## src/rtl/phase_ref_pkg.sv

```systemverilog
package phase_ref_pkg;
  // Source of a follower-flop update in a given cycle
  typedef enum logic [1:0] {
    SHOT_NONE    = 2'd0,
    SHOT_AT_EDGE = 2'd1,  // zero delay: fires with the triggering edge
    SHOT_EXPIRED = 2'd2   // countdown reached its last tick
  } shot_ev_e;
endpackage

```

## src/rtl/pr_tick_div.sv

```systemverilog
module pr_tick_div #(
  parameter int unsigned DIV = 2
) (
  input  logic clk,
  input  logic rst,
  input  logic en,
  output logic tick
);
  localparam int unsigned CW = (DIV > 1) ? $clog2(DIV) : 1;
  logic [CW-1:0] cnt;

  assign tick = en && (cnt == CW'(DIV - 1));

  always_ff @(posedge clk) begin
    if (rst)       cnt <= '0;
    else if (tick) cnt <= '0;
    else if (en)   cnt <= cnt + 1'b1;
  end
endmodule

```

## src/rtl/pr_quad_counter.sv

```systemverilog
module pr_quad_counter (
  input  logic clk,
  input  logic rst,
  input  logic tick,
  output logic q_dbl,
  output logic q_ref,
  output logic q_ref_nxt,
  output logic dbl_fall,
  output logic ref_rise
);
  logic [1:0] qs;
  logic [1:0] qs_inc;

  assign qs_inc    = qs + 2'd1;
  assign q_dbl     = qs[0];
  assign q_ref     = qs[1];
  assign q_ref_nxt = tick ? qs_inc[1] : qs[1];
  assign dbl_fall  = tick && qs[0];
  assign ref_rise  = tick && (qs == 2'b01);

  always_ff @(posedge clk) begin
    if (rst)       qs <= 2'b00;
    else if (tick) qs <= qs_inc;
  end
endmodule

```

## src/rtl/pr_oneshot.sv

```systemverilog
module pr_oneshot
  import phase_ref_pkg::*;
#(
  parameter int unsigned DLY_W = 9
) (
  input  logic             clk,
  input  logic             rst,
  input  logic             fine_tick,
  input  logic             trig,
  input  logic [DLY_W-1:0] dly,
  output shot_ev_e         ev
);
  logic [DLY_W-1:0] cnt;

  always_comb begin
    if (trig && (dly == '0))
      ev = SHOT_AT_EDGE;
    else if (fine_tick && (cnt == DLY_W'(1)))
      ev = SHOT_EXPIRED;
    else
      ev = SHOT_NONE;
  end

  always_ff @(posedge clk) begin
    if (rst)
      cnt <= '0;
    else if (trig)
      cnt <= dly;
    else if (fine_tick && (cnt != '0))
      cnt <= cnt - 1'b1;
  end
endmodule

```

## src/rtl/phase_ref_gen.sv

```systemverilog
module phase_ref_gen
  import phase_ref_pkg::*;
#(
  parameter int unsigned PRE_DIV  = 2,
  parameter int unsigned TICK_DIV = 128,
  parameter int unsigned DLY_W    = 9
) (
  input  logic             clk,
  input  logic             rst,
  input  logic [DLY_W-1:0] phase_dly,
  input  logic             phase_inv,
  output logic             dbl_sq,
  output logic             ref_fixed,
  output logic             ref_shifted
);
  // One period of dbl_sq in fine ticks = half a reference period
  localparam int unsigned DLY_MAX = 2 * TICK_DIV;

  logic             fine_tick, coarse_tick;
  logic             q_ref_nxt, dbl_fall, ref_rise;
  logic [DLY_W-1:0] dly_clamped, dly_q, dly_use;
  logic             inv_q, follow_q;
  shot_ev_e         shot_ev;

  pr_tick_div #(.DIV(PRE_DIV)) u_pre (
    .clk(clk), .rst(rst), .en(1'b1), .tick(fine_tick)
  );

  pr_tick_div #(.DIV(TICK_DIV)) u_rate (
    .clk(clk), .rst(rst), .en(fine_tick), .tick(coarse_tick)
  );

  pr_quad_counter u_quad (
    .clk(clk), .rst(rst), .tick(coarse_tick),
    .q_dbl(dbl_sq), .q_ref(ref_fixed), .q_ref_nxt(q_ref_nxt),
    .dbl_fall(dbl_fall), .ref_rise(ref_rise)
  );

  assign dly_clamped = (phase_dly > DLY_W'(DLY_MAX)) ? DLY_W'(DLY_MAX) : phase_dly;
  // A capture coincides with a reload; the reload uses the new setting
  assign dly_use = ref_rise ? dly_clamped : dly_q;

  always_ff @(posedge clk) begin
    if (rst) begin
      dly_q <= '0;
      inv_q <= 1'b0;
    end else if (ref_rise) begin
      dly_q <= dly_clamped;
      inv_q <= phase_inv;
    end
  end

  pr_oneshot #(.DLY_W(DLY_W)) u_shot (
    .clk(clk), .rst(rst), .fine_tick(fine_tick), .trig(dbl_fall),
    .dly(dly_use), .ev(shot_ev)
  );

  // Follower flop slaved to the fixed stage (J = ref, K = ~ref)
  always_ff @(posedge clk) begin
    if (rst) follow_q <= 1'b0;
    else begin
      case (shot_ev)
        SHOT_AT_EDGE: follow_q <= q_ref_nxt;
        SHOT_EXPIRED: follow_q <= ref_fixed;
        default:      follow_q <= follow_q;
      endcase
    end
  end

  assign ref_shifted = follow_q ^ inv_q;
endmodule

```

## config.mk

```make
export PLATFORM = sky130hd
export DESIGN_NAME = phase_ref_gen
export DESIGN_NICKNAME = d
export VERILOG_FILES = /design/src/rtl/phase_ref_pkg.sv /design/src/rtl/pr_tick_div.sv /design/src/rtl/pr_quad_counter.sv /design/src/rtl/pr_oneshot.sv /design/src/rtl/phase_ref_gen.sv
export SDC_FILE = /design/constraint.sdc
export NUM_CORES = 1
export LEC_CHECK = 0
export BUFFER_PORTS_ARGS = -buffer_cell sky130_fd_sc_hd__clkbuf_2
export CAP_MARGIN = 5
export CORE_ASPECT_RATIO = 1.1
export CORE_MARGIN = 2
export CORE_UTILIZATION = 50
export DETAILED_ROUTE_END_ITERATION = 10
export PLACE_DENSITY = 0.69
export REMOVE_ABC_BUFFERS = 1
export SETUP_SLACK_MARGIN = 0.3
export SKIP_CTS_REPAIR_TIMING = 1
export SYNTH_ARGS = -nofsm -noshare
export SYNTH_HDL_FRONTEND = slang
export SYNTH_SLANG_ARGS = --single-unit
```

## constraint.sdc

```tcl
create_clock -name clk -period 2.3 [get_ports clk]
set_input_delay 0.115 -clock clk [delete_from_list [all_inputs] [get_ports clk]]
set_output_delay 0.115 -clock clk [all_outputs]
set_load 0.1 [all_outputs]
```

---- After elaboration in Yosys (flattened, before gate mapping) ----
Cells that the tools add are included.
W data, S select, Z words.
storage, ports and cells
  latch bits .............................. 0
  bits in read-only memories .............. 0
  memory bits (writable) .................. 0
  word-level logic and storage cells ...... 38
  bits of input ports ..................... 12
  memories ................................ 0
  output and inout port bits .............. 3
  register bits ........................... 30
cells by class
  $mul .................................... 0
  add/subtract/negate cells ............... 4
  bitwise gates (word level) .............. 1
  div/mod/pow operators ................... 0
  equal/unequal tests ..................... 5
  reduce and logical (&&, ||, !) cells .... 12
  shift-type cells ........................ 0
  $lt $le $gt $ge ......................... 1
  mux-type cells .......................... 8
operator list
  operator               number
  $mux W9                4
  $eq A9 B1 Y1 const B   1
  $gt A9 B9 Y1 const B   1
  $logic_not A9 Y1       1
  $reduce_bool A9 Y1     1
  $sub A9 B1 Y9 const B  1
  $add A7 B1 Y7 const B  1
  $eq A7 B7 Y1 const B   1
  $logic_and A1 B1 Y1    6
  $eq A2 B1 Y1 const B   2
  $mux W2                2
  $reduce_bool A2 Y1     2
  $reduce_or A2 Y1       2
  $add A2 B1 Y2 const B  1
  $eq A2 B2 Y1 const B   1
  $pmux W1 S2            1
  $add A1 B1 Y1 const B  1
  $mux W1                1
  $xor A1 B1 Y1          1

---- Longest topological paths before layout ----
  depth in word-level cells ............... 9
  depth in mapped cells ................... 8
  depth with buffers taken out ............ 7

---- Modules after synthesis ----
From an unflattened synthesis, not the netlist that was laid out.
second synthesis, totals
  cells, all modules ...................... 177
  area, all modules ....................... 1766.7 um^2
modules (own cells, without submodules)
  module                 cells each  area each (um^2)  sequential area each (um^2)  instances
  phase_ref_gen          58          681.9             220.2                        1
  pr_oneshot             72          630.6             180.2                        1
  pr_tick_div at u_rate  32          314.1             140.1                        1
  pr_quad_counter        11          100.1             40.0                         1
  pr_tick_div at u_pre   4           40.0              20.0                         1

---- Worst setup path after synthesis ----
OpenSTA, ideal clock, no wires.
  kind .................................... reg-to-reg
  start point ............................. register u_quad.qs[0]
  end point ............................... register u_shot.cnt[8]
  arrival ................................. 2.184 ns
  buffers on the path ..................... 1
  stages on the path, launching flop included .. 8
  setup slack ............................. -0.010 ns
  library setup time ...................... 0.125 ns
  period minus slack after synthesis ...... 2.310 ns
  data required time ...................... 2.175 ns
  cells stage by stage .................... dfxtp_1 ha_1 nand2_1 nor3_4 buf_6 mux2i_1 mux2_2 nor2_2
between the ends
  word-level cells in the longest chain between the ends .. 4
  elaborated cells between the ends (all ways) .. 6
  those cells by class .................... eq/ne: 1; mux: 2; reduce/logical: 3
RTL lines
  element                   RTL line               RTL
  start: declaration        pr_quad_counter.sv:11  logic [1:0] qs;
  start signal: assignment  pr_quad_counter.sv:23  else if (tick) qs <= qs_inc;
  $eq A2 B1 Y1              pr_quad_counter.sv:19  assign ref_rise = tick && (qs == 2'b01);
  $logic_and A1 B1 Y1       pr_quad_counter.sv:19
  $mux W9                   --
  $mux W9                   pr_oneshot.sv:27       else if (trig)
  end signal: assignment    pr_oneshot.sv:28       cnt <= dly;
  end signal: assignment    pr_oneshot.sv:30       cnt <= cnt - 1'b1;
  end: declaration          pr_oneshot.sv:13       logic [DLY_W-1:0] cnt;
Parallel ways exist; a longest one is shown, timed or not.
A chain may end at the register's enable or synchronous reset.

---- Worst setup path after layout ----
  start point ............................. register u_shot.cnt[0]
  end point ............................... register u_shot.cnt[6]
between the ends
  word-level cells in the longest chain between the ends .. 3
  elaborated cells between the ends (all ways) .. 6
  those cells by class .................... add/sub: 1; mux: 2; reduce/logical: 3
RTL lines
  element                                                     RTL line                            RTL
  $sub A9 B1 Y9 / $reduce_bool A9 Y1 (equally long branches)  pr_oneshot.sv:30, pr_oneshot.sv:29
  $mux W9 / $logic_and A1 B1 Y1 (equally long branches)       pr_oneshot.sv:29                    else if (fine_tick && (cnt != '0))
  $mux W9 / $reduce_bool A2 Y1 (equally long branches)        --
Parallel ways exist; a longest one is shown, timed or not. The select of a mux whose other input is x is not followed.

==> results.txt <==
----------------------------------------------------
[Yosys]
  Number of instances in the synthesized netlist ... 167
  Number of storage elements in the synthesis netlist ... 30
  Count of cell types in the netlist ... 39
  Synth Flop Type ... sky130_fd_sc_hd__dfxtp_1
  Syn avg cell area ... 9.47 µm²
  Post-Synthesis Cell Area ... 0.00158 mm²
  Async SR Flop Fraction ... 0
  Proportion of synthesized chip area in sequential cells ... 0.380
  Count of flip-flops with a built-in enable after synthesis ... 0
  Number of warnings printed during yosys synthesis ... 0

[CTS]
  Maximum level of the CTS H-tree ... 2
  Total number of clock tree sinks ... 30
  Maximum clock path buffer count ... 2
  Clock-pin slew of the registers on the worst-case setup and hold paths ... 0.10 ns
  Root buffer cell ... sky130_fd_sc_hd__clkbuf_4
  Cts bufs inserted ... 5
  Worst-Skew Late Latency ... 0.32 ns
  Clock tree from TritonCTS ... yes

[Min path]
  Endpoint of the worst hold path ... inv_q
  Min-delay worst type ... input pin to flop
  Hold path startpoint ... phase_inv
  Number of cells traversed by the worst hold path ... 3

[Route]
  Average wire per standard cell ... 14.2 µm
  Number of nets with antenna violations after routing ... 0
  Final Routed Wirelength ... 3.10 mm
  Via count ... 1267
  Routed vias/inst ... 5.79
  Drc violations ... 0
  First-pass DRT Iterations ... 4
  Initial DRC Count ... 60

[Finish]
  Area growth syn-to-layout ... 12.4%
  Finished Core Util ... 0.588
  Diodes inserted ... 0
  Share of final-layout standard cells stronger than drive strength 1 ... 0.216
  Leading cell types in the layout, fill and taps excluded ... sky130_fd_sc_hd__dfxtp_1, sky130_fd_sc_hd__nor2_1, sky130_fd_sc_hd__clkbuf_2, sky130_fd_sc_hd__mux2i_1, sky130_fd_sc_hd__nand2_1
  Final nets ... 201
  Final cell area excluding filler cells ... 0.00178 mm²
  Most common library cell in the layout ignoring fill and taps ... sky130_fd_sc_hd__dfxtp_1

[Critical path]
  Worst Reg2Reg Path Length in Cells ... 7
  Beginning of the worst register-to-register path ... u_shot.cnt[0]
  Capturing point of the worst reg2reg path ... u_shot.cnt[6]
  Stage delay of the slowest cell on the critical path ... 0.41 ns
  Reg2Reg Setup Slack ... 0.44 ns
  Cells traversed along the worst timing path ... inv_1 > ha_1 > nand4bb_1 > a2111oi_2 > xnor2_1 > nor3_1 > a21o_1
  Cell with the biggest individual delay on the critical path ... sky130_fd_sc_hd__a2111oi_2
  CP max FO ... 7
  Arrival time at the worst endpoint ... 2.06 ns
  CP required ... 2.51 ns
  Sort of element at the end of the critical path ... flop
  Start-to-end type of the worst setup path ... flop to flop
  Crit path launch type ... flop

[Power]
  Final Power ... 1.67 mW
  Static leakage ... 0.675 nW
  Cell Pwr Density ... 941 mW/mm²
  Maximum vdd ir drop ... 0.000817 V

[Die]
  Standard cell core area ... 0.00302 mm²
  Count of standard-cell rows ... 21
  Die height ... 63.0 µm
  Full die area ... 0.00363 mm²
  Effective utilization at floorplan ... 0.523
  Top-Level Pins ... 15
  Die X-Extent ... 57.6 µm

[Global routing]
  Initial antenna violation count ... 0
  Global-route wire length before repair ... 5.40 mm
  Number of global-route vias before repair ... 1199
  Maximum number of pins on one net before global-route repair ... 31
  All-layer global routing usage ... 0.193
  Remaining Overflow, GRT ... 0

[STA]
  Final TNS setup ... 0 ns
  Setup repair after global routing missed its margin ... yes
  Tightest Pin Transition ... 0.674 ns
  # setup viols final ... 0
  Count of endpoints failing hold in the final timing report ... 0
  Final number of max-transition violations ... 0
  Fin Clk Skew ... 0.0151 ns
  Final critical path time including I/O delays and setup ... 1.86 ns
  Highest achievable clock rate ... 538 MHz
  Final critical-path share of the clock period ... 0.807
  Worst slew slack as a fraction of its limit ... 0.551

[Placed design]
  Final Wtd Congestion ... 0.794
  Detailed placement HPWL ... 2.25 mm
  Number of input and output port buffers inserted ... 14
  Instance area after placement ... 0.00168 mm²

[Run]
  Max_cap viols ... 0

[Outcome]
  Status ... finished clean

----------------------------------------------------
final cells by class:
cell class,count,area (µm²)
well taps,34,42.5
flip-flops and latches,30,601
repair buffers,17,96.3
fillers,266,1240
inverters,6,22.5
clock inverters,1,30.0
clock buffers,6,51.3
multi-input cells,125,935
cell usage after synthesis, types with 2 or more instances:
cell type / n / area [µm²]
sky130_fd_sc_hd__mux2_2: 2 / 22.5
sky130_fd_sc_hd__a211oi_1: 8 / 60.1
sky130_fd_sc_hd__nor4_1: 4 / 25.0
sky130_fd_sc_hd__a211oi_2: 3 / 37.5
sky130_fd_sc_hd__nand2_1: 11 / 41.3
sky130_fd_sc_hd__dfxtp_1: 30 / 601
sky130_fd_sc_hd__xnor2_1: 6 / 52.6
sky130_fd_sc_hd__o21ai_0: 3 / 15.0
sky130_fd_sc_hd__nor3_1: 6 / 30.0
sky130_fd_sc_hd__a21oi_1: 6 / 30.0
sky130_fd_sc_hd__nor2b_1: 7 / 43.8
sky130_fd_sc_hd__nand3_4: 2 / 35.0
sky130_fd_sc_hd__nor3_4: 3 / 48.8
sky130_fd_sc_hd__a311oi_1: 2 / 17.5
sky130_fd_sc_hd__ha_1: 4 / 50.1
sky130_fd_sc_hd__nand4_1: 4 / 25.0
sky130_fd_sc_hd__buf_2: 2 / 10.0
sky130_fd_sc_hd__mux2i_1: 13 / 130
sky130_fd_sc_hd__nor2_1: 20 / 75.1
sky130_fd_sc_hd__clkbuf_1: 2 / 7.51
sky130_fd_sc_hd__inv_1: 6 / 22.5
sky130_fd_sc_hd__a31oi_1: 2 / 12.5
sky130_fd_sc_hd__xor2_1: 5 / 43.8
critical path: cells and delay by family, from the launching register on:
| kind | cells | cell delay, ns |
|---|---|---|
| AOI/OAI and AO/OA | 2 | 0.59 |
| xor gates and xnor gates | 1 | 0.16 |
| DFF | 1 | 0.35 |
| adders and majority gates | 1 | 0.28 |
| and+or+nand+nor | 2 | 0.25 |
| buffers and inverters | 1 | 0.10 |
flip-flops by register name, indices dropped and copies added (netlist names):
register / cells
follow_q: 1
inv_q: 1
u_rate.cnt: 7
dly_q: 9
u_shot.cnt: 9
u_quad.qs: 2
u_pre.cnt: 1
worst max-delay path by stage:
| stage | start | to | slack, ns | cells after the start |
|---|---|---|---|---|
| global placement | u_rate.cnt[0] | u_shot.cnt[5] | 0.48 | 7 |
| CTS | u_rate.cnt[0] | u_shot.cnt[5] | 0.39 | 7 |
| floorplan | u_quad.qs[0] | follow_q | -0.28 | 6 |
| detailed placement | u_rate.cnt[0] | u_shot.cnt[5] | 0.44 | 7 |
| finish | u_shot.cnt[0] | u_shot.cnt[6] | 0.44 | 7 |
| global route | u_shot.cnt[0] | u_shot.cnt[6] | 0.29 | 7 |
per-layer routing:
metal	global-route usage	up-vias	wire (µm)
li1	-	637	-
met1	0.240	605	1340
met2	0.318	21	1620
met3	0.0559	4	113
met4	0.0610	0	31
met5	0	-	0
kinds of logic after synthesis:
kind of cell               Yosys count  synth area share
AOI/OAI and AO/OA                   27             0.127
and+or+nand+nor                     68             0.270
muxes                               15            0.0965
buffers and inverters               12            0.0348
adders and majority gates            4            0.0316
xor gates and xnor gates            11            0.0609
DFF                                 30             0.380
metrics by stage:
| step | setup slack [ns] | hold slack, ns | cells |
|---|---|---|---|
| 2_1_floorplan | -0.278 | 0.180 | 161 |
| 3_3_place_gp | 0.476 | 0.368 | 212 |
| 3_5_place_dp | 0.438 | 0.389 | 212 |
| 4_1_cts | 0.390 | 0.0427 | 219 |
| 5_1_grt | 0.286 | 0.0844 | 219 |
| 6_report | 0.443 | 0.0575 | 219 |
power by group:
part	switching, mW	internal, mW
sequential	0.103	0.587
clock	0.171	0.253
combinational	0.299	0.260
total	0.573	1.10
Note: power is estimated with default switching activity, not from simulation.
